## config.mk

```make
export PLATFORM = sky130hd
export DESIGN_NAME = cfg_addr_decoder
export DESIGN_NICKNAME = d
export VERILOG_FILES = /design/src/rtl/cfg_dec_pkg.sv /design/src/rtl/cfg_win_regs.sv /design/src/rtl/cfg_req_filter.sv /design/src/rtl/cfg_addr_calc.sv /design/src/rtl/cfg_addr_decoder.sv
export SDC_FILE = /design/constraint.sdc
export NUM_CORES = 1
export LEC_CHECK = 0
export CAP_MARGIN = 40
export CORE_MARGIN = 4
export CORE_UTILIZATION = 58
export DETAILED_ROUTE_END_ITERATION = 8
export DONT_BUFFER_PORTS = 1
export PLACE_DENSITY = 0.81
export SYNTH_ARGS = -nofsm -noshare
export SYNTH_HDL_FRONTEND = slang
export SYNTH_SLANG_ARGS = --single-unit
```

## constraint.sdc

```tcl
create_clock -name clk -period 2.25 [get_ports clk]
set_input_delay 0 -clock clk [delete_from_list [all_inputs] [get_ports clk]]
set_output_delay 0 -clock clk [all_outputs]
set_load 0.01 [all_outputs]
```

## src/rtl/cfg_dec_pkg.sv

```systemverilog
// Shared definitions for the configuration access decoder.
// Assumes 32-bit register words; field positions are fixed here.
package cfg_dec_pkg;

    typedef enum logic [1:0] {
        ST_IDLE = 2'd0,
        ST_MEM  = 2'd1,
        ST_RESP = 2'd2
    } seq_state_e;

    localparam logic [1:0] SEL_CAP     = 2'd0;
    localparam logic [1:0] SEL_CTRL    = 2'd1;
    localparam logic [1:0] SEL_BASE_LO = 2'd2;
    localparam logic [1:0] SEL_BASE_HI = 2'd3;

    localparam int CTRL_EN_BIT   = 0;
    localparam int CTRL_SIZE_LSB = 16;
    localparam int CTRL_SIZE_W   = 5;

endpackage

```

## src/rtl/cfg_win_regs.sv

```systemverilog
// Control register set for the configuration window.
// Holds the enable bit, the size field (last bus number) and the 64-bit
// base as two words. The capability word is read-only.
// Assumes DATA_W >= CTRL_SIZE_LSB + CTRL_SIZE_W.
module cfg_win_regs
    import cfg_dec_pkg::*;
#(
    parameter int DATA_W       = 32,
    parameter int SIZE_DEFAULT = 12,
    parameter bit CAP_PRESENT  = 1'b1
) (
    input  logic                clk,
    input  logic                rst_n,
    input  logic                reg_we,
    input  logic [1:0]          reg_addr,
    input  logic [DATA_W-1:0]   reg_wdata,
    output logic [DATA_W-1:0]   reg_rdata,
    output logic                win_present,
    output logic                win_enable,
    output logic [2*DATA_W-1:0] win_base
);

    logic                   en_q;
    logic [CTRL_SIZE_W-1:0] size_q;
    logic [DATA_W-1:0]      base_lo_q;
    logic [DATA_W-1:0]      base_hi_q;

    // Register writes; only the defined control fields are stored.
    always_ff @(posedge clk) begin
        if (!rst_n) begin
            en_q      <= 1'b0;
            size_q    <= CTRL_SIZE_W'(SIZE_DEFAULT);
            base_lo_q <= '0;
            base_hi_q <= '0;
        end else if (reg_we) begin
            case (reg_addr)
                SEL_CTRL: begin
                    en_q   <= reg_wdata[CTRL_EN_BIT];
                    size_q <= reg_wdata[CTRL_SIZE_LSB +: CTRL_SIZE_W];
                end
                SEL_BASE_LO: base_lo_q <= reg_wdata;
                SEL_BASE_HI: base_hi_q <= reg_wdata;
                default:     ;
            endcase
        end
    end

    // Read mux; undefined control bits read as zero.
    always_comb begin
        reg_rdata = '0;
        case (reg_addr)
            SEL_CAP:     reg_rdata[0] = CAP_PRESENT;
            SEL_CTRL: begin
                reg_rdata[CTRL_EN_BIT] = en_q;
                reg_rdata[CTRL_SIZE_LSB +: CTRL_SIZE_W] = size_q;
            end
            SEL_BASE_LO: reg_rdata = base_lo_q;
            SEL_BASE_HI: reg_rdata = base_hi_q;
            default:     reg_rdata = '0;
        endcase
    end

    assign win_present = CAP_PRESENT;
    assign win_enable  = en_q;
    assign win_base    = {base_hi_q, base_lo_q};

    // a control write lands in the size field on the next cycle.
    assert_size_write_R10: assert property (@(posedge clk) disable iff (!rst_n)
        (reg_we && reg_addr == SEL_CTRL) |=>
            (size_q == $past(reg_wdata[CTRL_SIZE_LSB +: CTRL_SIZE_W])));

endmodule

```

## src/rtl/cfg_req_filter.sv

```systemverilog
// Decides whether a configuration request may reach the window.
// Purely combinational; link status is taken as presented.
module cfg_req_filter #(
    parameter int BUS_W    = 8,
    parameter int DEVFN_W  = 8,
    parameter int ROOT_BUS = 0
) (
    input  logic               win_present,
    input  logic               win_enable,
    input  logic               link_up,
    input  logic [BUS_W-1:0]   bus,
    input  logic [DEVFN_W-1:0] devfn,
    output logic               req_ok
);

    localparam logic [BUS_W-1:0] ROOT = BUS_W'(ROOT_BUS);

    logic target_ok;

    // Root bus: function 0 only; other buses: need a live link.
    always_comb begin
        if (bus == ROOT) target_ok = (devfn == '0);
        else             target_ok = link_up;
    end

    assign req_ok = win_present && win_enable && target_ok;

endmodule

```

## src/rtl/cfg_addr_calc.sv

```systemverilog
// Builds the window byte address from base, bus, devfn and offset.
// Assumes the packed routing fields do not overlap.
module cfg_addr_calc #(
    parameter int BUS_W   = 8,
    parameter int DEVFN_W = 8,
    parameter int OFF_W   = 12,
    parameter int ADDR_W  = 64
) (
    input  logic [ADDR_W-1:0]  base,
    input  logic [BUS_W-1:0]   bus,
    input  logic [DEVFN_W-1:0] devfn,
    input  logic [OFF_W-1:0]   off,
    output logic [ADDR_W-1:0]  addr
);

    localparam int DEVFN_SHIFT = OFF_W;
    localparam int BUS_SHIFT   = OFF_W + DEVFN_W;

    logic [ADDR_W-1:0] route;

    // Pack routing fields, then add to the base with a full carry.
    always_comb begin
        route = (ADDR_W'(bus) << BUS_SHIFT)
              | (ADDR_W'(devfn) << DEVFN_SHIFT)
              | ADDR_W'(off);
        addr  = base + route;
    end

endmodule

```

## src/rtl/cfg_addr_decoder.sv

```systemverilog
// Configuration access decoder top. It accepts one request at a time,
// filters it, and issues a single window access or a refusal response.
// Assumes the memory side returns read data together with mem_ready.
module cfg_addr_decoder
    import cfg_dec_pkg::*;
#(
    parameter int BUS_W        = 8,
    parameter int DEVFN_W      = 8,
    parameter int OFF_W        = 12,
    parameter int DATA_W       = 32,
    parameter int ROOT_BUS     = 0,
    parameter int SIZE_DEFAULT = 12,
    parameter bit CAP_PRESENT  = 1'b1
) (
    input  logic                clk,
    input  logic                rst_n,
    input  logic                link_up,
    input  logic                reg_we,
    input  logic [1:0]          reg_addr,
    input  logic [DATA_W-1:0]   reg_wdata,
    output logic [DATA_W-1:0]   reg_rdata,
    input  logic                req_valid,
    output logic                req_ready,
    input  logic                req_write,
    input  logic [BUS_W-1:0]    req_bus,
    input  logic [DEVFN_W-1:0]  req_devfn,
    input  logic [OFF_W-1:0]    req_off,
    input  logic [DATA_W-1:0]   req_wdata,
    output logic                rsp_valid,
    output logic [DATA_W-1:0]   rsp_data,
    output logic                mem_valid,
    input  logic                mem_ready,
    output logic                mem_write,
    output logic [2*DATA_W-1:0] mem_addr,
    output logic [DATA_W-1:0]   mem_wdata,
    input  logic [DATA_W-1:0]   mem_rdata
);

    localparam int ADDR_W = 2 * DATA_W;
    localparam logic [BUS_W-1:0] ROOT = BUS_W'(ROOT_BUS);

    logic              win_present;
    logic              win_enable;
    logic [ADDR_W-1:0] win_base;
    logic              req_ok;
    logic [ADDR_W-1:0] calc_addr;

    seq_state_e        state_q;
    logic              wr_q;
    logic [ADDR_W-1:0] addr_q;
    logic [DATA_W-1:0] wdata_q;
    logic [DATA_W-1:0] rsp_q;

    cfg_win_regs #(
        .DATA_W      (DATA_W),
        .SIZE_DEFAULT(SIZE_DEFAULT),
        .CAP_PRESENT (CAP_PRESENT)
    ) u_regs (
        .clk        (clk),
        .rst_n      (rst_n),
        .reg_we     (reg_we),
        .reg_addr   (reg_addr),
        .reg_wdata  (reg_wdata),
        .reg_rdata  (reg_rdata),
        .win_present(win_present),
        .win_enable (win_enable),
        .win_base   (win_base)
    );

    cfg_req_filter #(
        .BUS_W   (BUS_W),
        .DEVFN_W (DEVFN_W),
        .ROOT_BUS(ROOT_BUS)
    ) u_filter (
        .win_present(win_present),
        .win_enable (win_enable),
        .link_up    (link_up),
        .bus        (req_bus),
        .devfn      (req_devfn),
        .req_ok     (req_ok)
    );

    cfg_addr_calc #(
        .BUS_W  (BUS_W),
        .DEVFN_W(DEVFN_W),
        .OFF_W  (OFF_W),
        .ADDR_W (ADDR_W)
    ) u_calc (
        .base (win_base),
        .bus  (req_bus),
        .devfn(req_devfn),
        .off  (req_off),
        .addr (calc_addr)
    );

    // Request sequencer: accept, access or refuse, respond, return to idle.
    always_ff @(posedge clk) begin
        if (!rst_n) begin
            state_q <= ST_IDLE;
            wr_q    <= 1'b0;
            addr_q  <= '0;
            wdata_q <= '0;
            rsp_q   <= '0;
        end else begin
            case (state_q)
                ST_IDLE: begin
                    if (req_valid) begin
                        wr_q    <= req_write;
                        addr_q  <= calc_addr;
                        wdata_q <= req_wdata;
                        if (req_ok) begin
                            state_q <= ST_MEM;
                        end else begin
                            rsp_q   <= '1;
                            state_q <= ST_RESP;
                        end
                    end
                end
                ST_MEM: begin
                    if (mem_ready) begin
                        rsp_q   <= wr_q ? '0 : mem_rdata;
                        state_q <= ST_RESP;
                    end
                end
                ST_RESP: state_q <= ST_IDLE;
                default: state_q <= ST_IDLE;
            endcase
        end
    end

    assign req_ready = (state_q == ST_IDLE);
    assign mem_valid = (state_q == ST_MEM);
    assign rsp_valid = (state_q == ST_RESP);
    assign mem_write = wr_q;
    assign mem_addr  = addr_q;
    assign mem_wdata = wdata_q;
    assign rsp_data  = rsp_q;

    // a refused request answers next cycle with all ones and no access.
    assert_refuse_allones_R7: assert property (@(posedge clk) disable iff (!rst_n)
        (req_valid && req_ready && !req_ok) |=>
            (rsp_valid && rsp_data == '1 && !mem_valid));

    // the completion pulse lasts one cycle.
    assert_rsp_pulse_R7: assert property (@(posedge clk) disable iff (!rst_n)
        rsp_valid |=> !rsp_valid);

    // a stalled access keeps its fields steady.
    assert_mem_hold_R9: assert property (@(posedge clk) disable iff (!rst_n)
        (mem_valid && !mem_ready) |=>
            (mem_valid && $stable(mem_addr) && $stable(mem_write) && $stable(mem_wdata)));

    // non-zero device/function on the root bus never reaches memory.
    assert_root_devfn_R4: assert property (@(posedge clk) disable iff (!rst_n)
        (req_valid && req_ready && req_bus == ROOT && req_devfn != '0) |=> !mem_valid);

    // downstream buses are not accessed while the link is down.
    assert_link_gate_R5: assert property (@(posedge clk) disable iff (!rst_n)
        (req_valid && req_ready && req_bus != ROOT && !link_up) |=> !mem_valid);

endmodule

```

After elaboration in Yosys (flattened, before gate mapping)
Cells that the tools add are included.

Bits in registers: 201. Input port bits: 133. Output and inout bits: 164. Word-level logic and storage cells: 46.

$add $sub $neg: 1. Equal/unequal tests: 8. Multiplexer cells: 14. Bitwise gates (word level): 2. Reductions and logical operators: 12.

Operators with widths (number): $mux W32 (4); $add A64 B28 Y64 (1); $pmux W32 S2 (1); $pmux W15 S2 (1); $or A28 B12 Y28 (1); $or A28 B20 Y28 (1); $pmux W11 S2 (1); $logic_not A8 Y1 (2); $pmux W5 S3 (1); $reduce_and A2 Y1 (5); $eq A2 B2 Y1 const B (3); $mux W2 (3); $eq A2 B1 Y1 const B (2); $logic_not A2 Y1 (2); $ne A2 B2 Y1 const B (2); $pmux W1 S4 (1); $pmux W2 S2 (1); $reduce_and A4 Y1 (1); $ne A2 B1 Y1 const B (1); $reduce_bool A2 Y1 (1); $logic_and A1 B1 Y1 (1); $mux W1 (1).

Depth between registers and ports, before layout
Word-level depth: 6. Depth in mapped cells: 12. Mapped depth without buffers: 11.

Cells and area by module
A second synthesis with hierarchy kept.

Cell total of the unflattened synthesis: 1200. Area total of the unflattened synthesis: 10635.2 um^2.

By module, submodules not included: cfg_addr_decoder (instances 1, cells an instance 543, area an instance 5043.6 um^2, seq. area each 2622.5 um^2); cfg_win_regs (instances 1, cells an instance 342, area an instance 3286.9 um^2, seq. area each 1401.3 um^2); cfg_addr_calc (instances 1, cells an instance 307, area an instance 2203.4 um^2, seq. area each 0.0 um^2); cfg_req_filter (instances 1, cells an instance 8, area an instance 101.3 um^2, seq. area each 0.0 um^2).

Least setup slack after synthesis
No wires, ideal clock.

Path type: flip-flop to flip-flop. From: register u_regs.base_lo_q[1]. To: register addr_q[59], in the netlist mem_addr[59]. Library setup time: 0.117 ns. Arrival time: 2.333 ns. Data required time: 2.133 ns. Slack: -0.200 ns. Stages on the path, launching flop included: 11. Path buffers: 0. Clock period less this slack: 2.450 ns. Cell sequence: dfxtp_1 ha_1 a21o_1 a21oi_1 o31ai_1 a21o_1 o21ai_0 o21ai_0 a21o_1 a211o_1 a32o_1.

Cells in the longest elaborated chain, start to end: 1.

Ends and longest elaborated chain: start: declaration (RTL line cfg_win_regs.sv:25) `logic [DATA_W-1:0] base_lo_q;`; start signal: assignment (RTL line cfg_win_regs.sv:41) `SEL_BASE_LO: base_lo_q <= reg_wdata;`; $add A64 B28 Y64 (RTL line cfg_addr_calc.sv:26) `addr = base + route;`; end signal: assignment (RTL line cfg_addr_decoder.sv:109) `addr_q <= calc_addr;`; end: declaration (RTL line cfg_addr_decoder.sv:50) `logic [ADDR_W-1:0] addr_q;`.

No other way between the ends. A chain may end at the register's enable or synchronous reset.

Worst setup path after layout
From: register u_regs.base_lo_q[11]. To: register addr_q[61], in the netlist mem_addr[61].

The elaborated chain is that of the path after synthesis.

==> flow_summary.json <==
{
  "fin_skew_ps": 10.4,
  "setup_viol": 50,
  "syn_to_final_growth_pct": 37.8,
  "final-hold-violation-count": 0,
  "path_max_fanout": 6,
  "die_x_um": 141,
  "via_per_inst": 6.54,
  "hp-start": "reg_addr[1]",
  "synth.cell_area_sq_um": 10200,
  "place.detailed.hpwl_um": 23700,
  "fin_area_sq_um": 14100,
  "cap_violations": 0,
  "ys_warn_count": 0,
  "synth_edf_count": 0,
  "grt_pass1_vias": 10700,
  "required_ps": 2670,
  "worstSetupPathType": "reg -> reg",
  "startpoint": "u_regs.base_lo_q[11]$_SDFFE_PN0P_",
  "worstRegToRegCells": 11,
  "synth_top_area_cell": "dfxtp_1",
  "worstHoldEndpoint": "u_regs.base_hi_q[31]$_SDFFE_PN0P_",
  "start_util_pct": 59.1,
  "maxSlewViolCount": 0,
  "synth_top_area_share_pct": 39.4,
  "ff2ff_setup_slack_ps": -460,
  "die_area_sq_um": 19800,
  "start_kind": "flip-flop",
  "place_ws_ps": -277,
  "grt_pass1_wl_um": 59500,
  "ant_nets": 0,
  "status": "finished with violations",
  "tns_ps": -12520,
  "cts_buffers": 22,
  "via_count": 11200,
  "io_buffers": 0,
  "drt_iter0_drc": 1201,
  "leakage_uw": 0.00573,
  "slowest_stage": "dfxtp_2",
  "grt_max_degree": 172,
  "ys_types": 57,
  "clk_latency_ps": 510,
  "timing.final.crit_period_ps": 2710,
  "drc": 0,
  "avgSynthCellArea_sq_um": 8.07,
  "r2r-end": "mem_addr[61]$_SDFFE_PN0P_",
  "rows": 48,
  "hold_depth": 4,
  "grt_util_all_layers_pct": 37.2,
  "p_per_area_nw_per_um2": 627,
  "slowest_delay_ps": 350,
  "drive_gt1_share_pct": 20.1,
  "cts_tree": "done",
  "clkTransAtPathRegs_ps": 60,
  "nets": 1642,
  "ys.flop_type": "dfxtp_1",
  "end_kind": "flip-flop",
  "place_area_sq_um": 11400,
  "relSlewSlack_pct": 50.8,
  "cts_max_level": 1,
  "p_total_uw": 8830,
  "cts.root.buffer_cell": "clkbuf_16",
  "crit_arrival_ps": 3130,
  "gp_congestion": 0.949,
  "core_area_sq_um": 17300,
  "io_pins": 297,
  "die_y_um": 141,
  "vdd_ir_drop_max_v": 0.000619,
  "finalWorstSetupSlack_ps": -463,
  "clock-sinks": 201,
  "max_freq_mhz": 369,
  "firstDrtPassIters": 7,
  "netlist_top_cells_area": "dfxtp_1 39%, nand2_1 12%, a21boi_0 7.7%, a21oi_1 4.1%, o21ai_0 3.8%",
  "ys_seq_area_share_pct": 39.4,
  "wirelength_um": 41100,
  "syn_nets": 1429,
  "netlist_instances": 1267,
  "wl_per_cell_um": 23.9,
  "overflow": 0,
  "hp-class": "in -> reg",
  "crit_chain": "ha_4 > nand2_4 > o21a_1 > or2b_1 > o2111ai_2 > o211a_4 > o31a_4 > buf_6 > nor4b_4 > xnor2_1 > a21oi_1",
  "tightest_slew_ps": 738,
  "r2r_start": "u_regs.base_lo_q[11]$_SDFFE_PN0P_",
  "antenna_found_initial": 2,
  "synthArstFlopShare_pct": 0,
  "rsz0062_at_grt": "yes",
  "fin_crit_sh_pct": 121,
  "violations": "negative setup slack",
  "ys_ff_latch": 201,
  "clk_path_buf_depth": 3
}
==> report_power, final <==
group,switching [uW],internal [uW],total [uW]
clock,1470,1980,3450
sequential,268,3760,4030
combinational,700,658,1360
total,2430,6390,8830
==> synth_stat cells, types with 6 or more instances <==
master     instances
a21boi_0         105
a21o_1            11
a21oi_1           83
a22o_1             6
and2_1            22
and3_1            14
clkbuf_1          82
dfxtp_1          201
ha_1              28
inv_1             11
mux2i_1           27
nand2_1          317
nand3_1           27
nor2_1            25
nor2b_1           34
nor3_1             9
nor4_1            13
o2111ai_1          8
o211a_1           34
o211ai_1           7
o21ai_0           78
o21bai_1           7
xnor2_1           30
xor2_1            24
==> critical path: cells and delay by family, from the launching register on <==
family,cells,cell delay [ps]
simple gates,3,510
compound gates,5,1140
flops,1,350
fa+ha+maj,1,320
buf+inv,1,150
xor+xnor,1,130
==> repair_timing <==
| item | 4_1_cts | 5_1_grt |
|---|---|---|
| setup buffers | 12 | 10 |
| endpoints found under the hold margin | 181 | 2 |
| hold buffers | 120 | 1 |
| cloned | 1 | 0 |
| setup endpoints to repair | 51 | 56 |
| resized for setup | 94 | 58 |
| pin swaps | 57 | 38 |
==> layout by cell type, fill, tap and decap left out, drive strengths merged, types with 25 or more instances in the layout <==
master	Yosys	final
a21boi	105	105
a21oi	84	84
buf	8	158
clkbuf	82	36
dfxtp	201	201
dlygate4sd3	0	120
ha	28	28
mux2i	27	27
nand2	318	318
nand3	27	27
nor2	25	25
nor2b	34	34
o211a	35	35
o21ai	83	83
xnor2	30	30
==> per-stage QoR <==
step / util, % / hold slack [ps] / cells
after global placement: 65.9 / 99.0 / 1540
after floorplan: - / 137 / 1267
final: 81.5 / 37.7 / 1721
after global routing: 81.5 / 61.9 / 1720
after CTS: 79.6 / 2.00 / 1713
after detailed placement: 66.1 / 103 / 1542
==> state kept, by name, indices dropped and copies added (netlist names) <==
name,count
mem_addr,64
mem_wdata,32
mem_write,1
rsp_data,32
state_q,2
u_regs.base_hi_q,32
u_regs.base_lo_q,32
u_regs.size_q,5
u_regs.win_enable,1
==> logic make-up (layout without fill, tap and decap cells) <==
group                      Yosys count  in the layout  share of synthesized area (%)
DFF                                201            201                           39.4
other                                0              2                              0
buffers and inverters              101            327                           3.84
AOI/OAI and AO/OA                  372            373                           24.6
and+or+nand+nor                    478            478                           20.8
muxes                               32             32                           3.19
xor gates and xnor gates            54             54                           4.63
adders and majority gates           29             29                           3.62
==> metal layers <==
layer / vias up / global-route usage [%] / routed length (um) / share of wire, %
met5: - / 0 / 10 / 0.024
met4: 2 / 24.4 / 3800 / 9.3
li1: 4808 / - / - / -
met1: 5214 / 41.0 / 13900 / 34
met3: 327 / 10.4 / 4490 / 11
met2: 896 / 62.7 / 18900 / 46
==> area by class of cell <==
cell class / instances / area (sq um)
antenna: 2 / 5.00
clock buffer: 36 / 654
clock inverter: 2 / 15.0
fill: 908 / 3200
inverter: 11 / 41.3
multi-input combinational: 966 / 6550
sequential: 201 / 4040
tap: 225 / 282
timing repair buffer: 278 / 2510
==> worst max path at each step <==
stage                                end  cells past startpoint
2_1_floorplan  mem_addr[61]$_SDFFE_PN0P_                     11
3_3_place_gp   mem_addr[59]$_SDFFE_PN0P_                     10
3_5_place_dp   mem_addr[45]$_SDFFE_PN0P_                     11
4_1_cts        mem_addr[61]$_SDFFE_PN0P_                     11
5_1_grt        mem_addr[61]$_SDFFE_PN0P_                     11
6_report       mem_addr[61]$_SDFFE_PN0P_                     11
No activity file was read; power rests on OpenSTA's default activity.
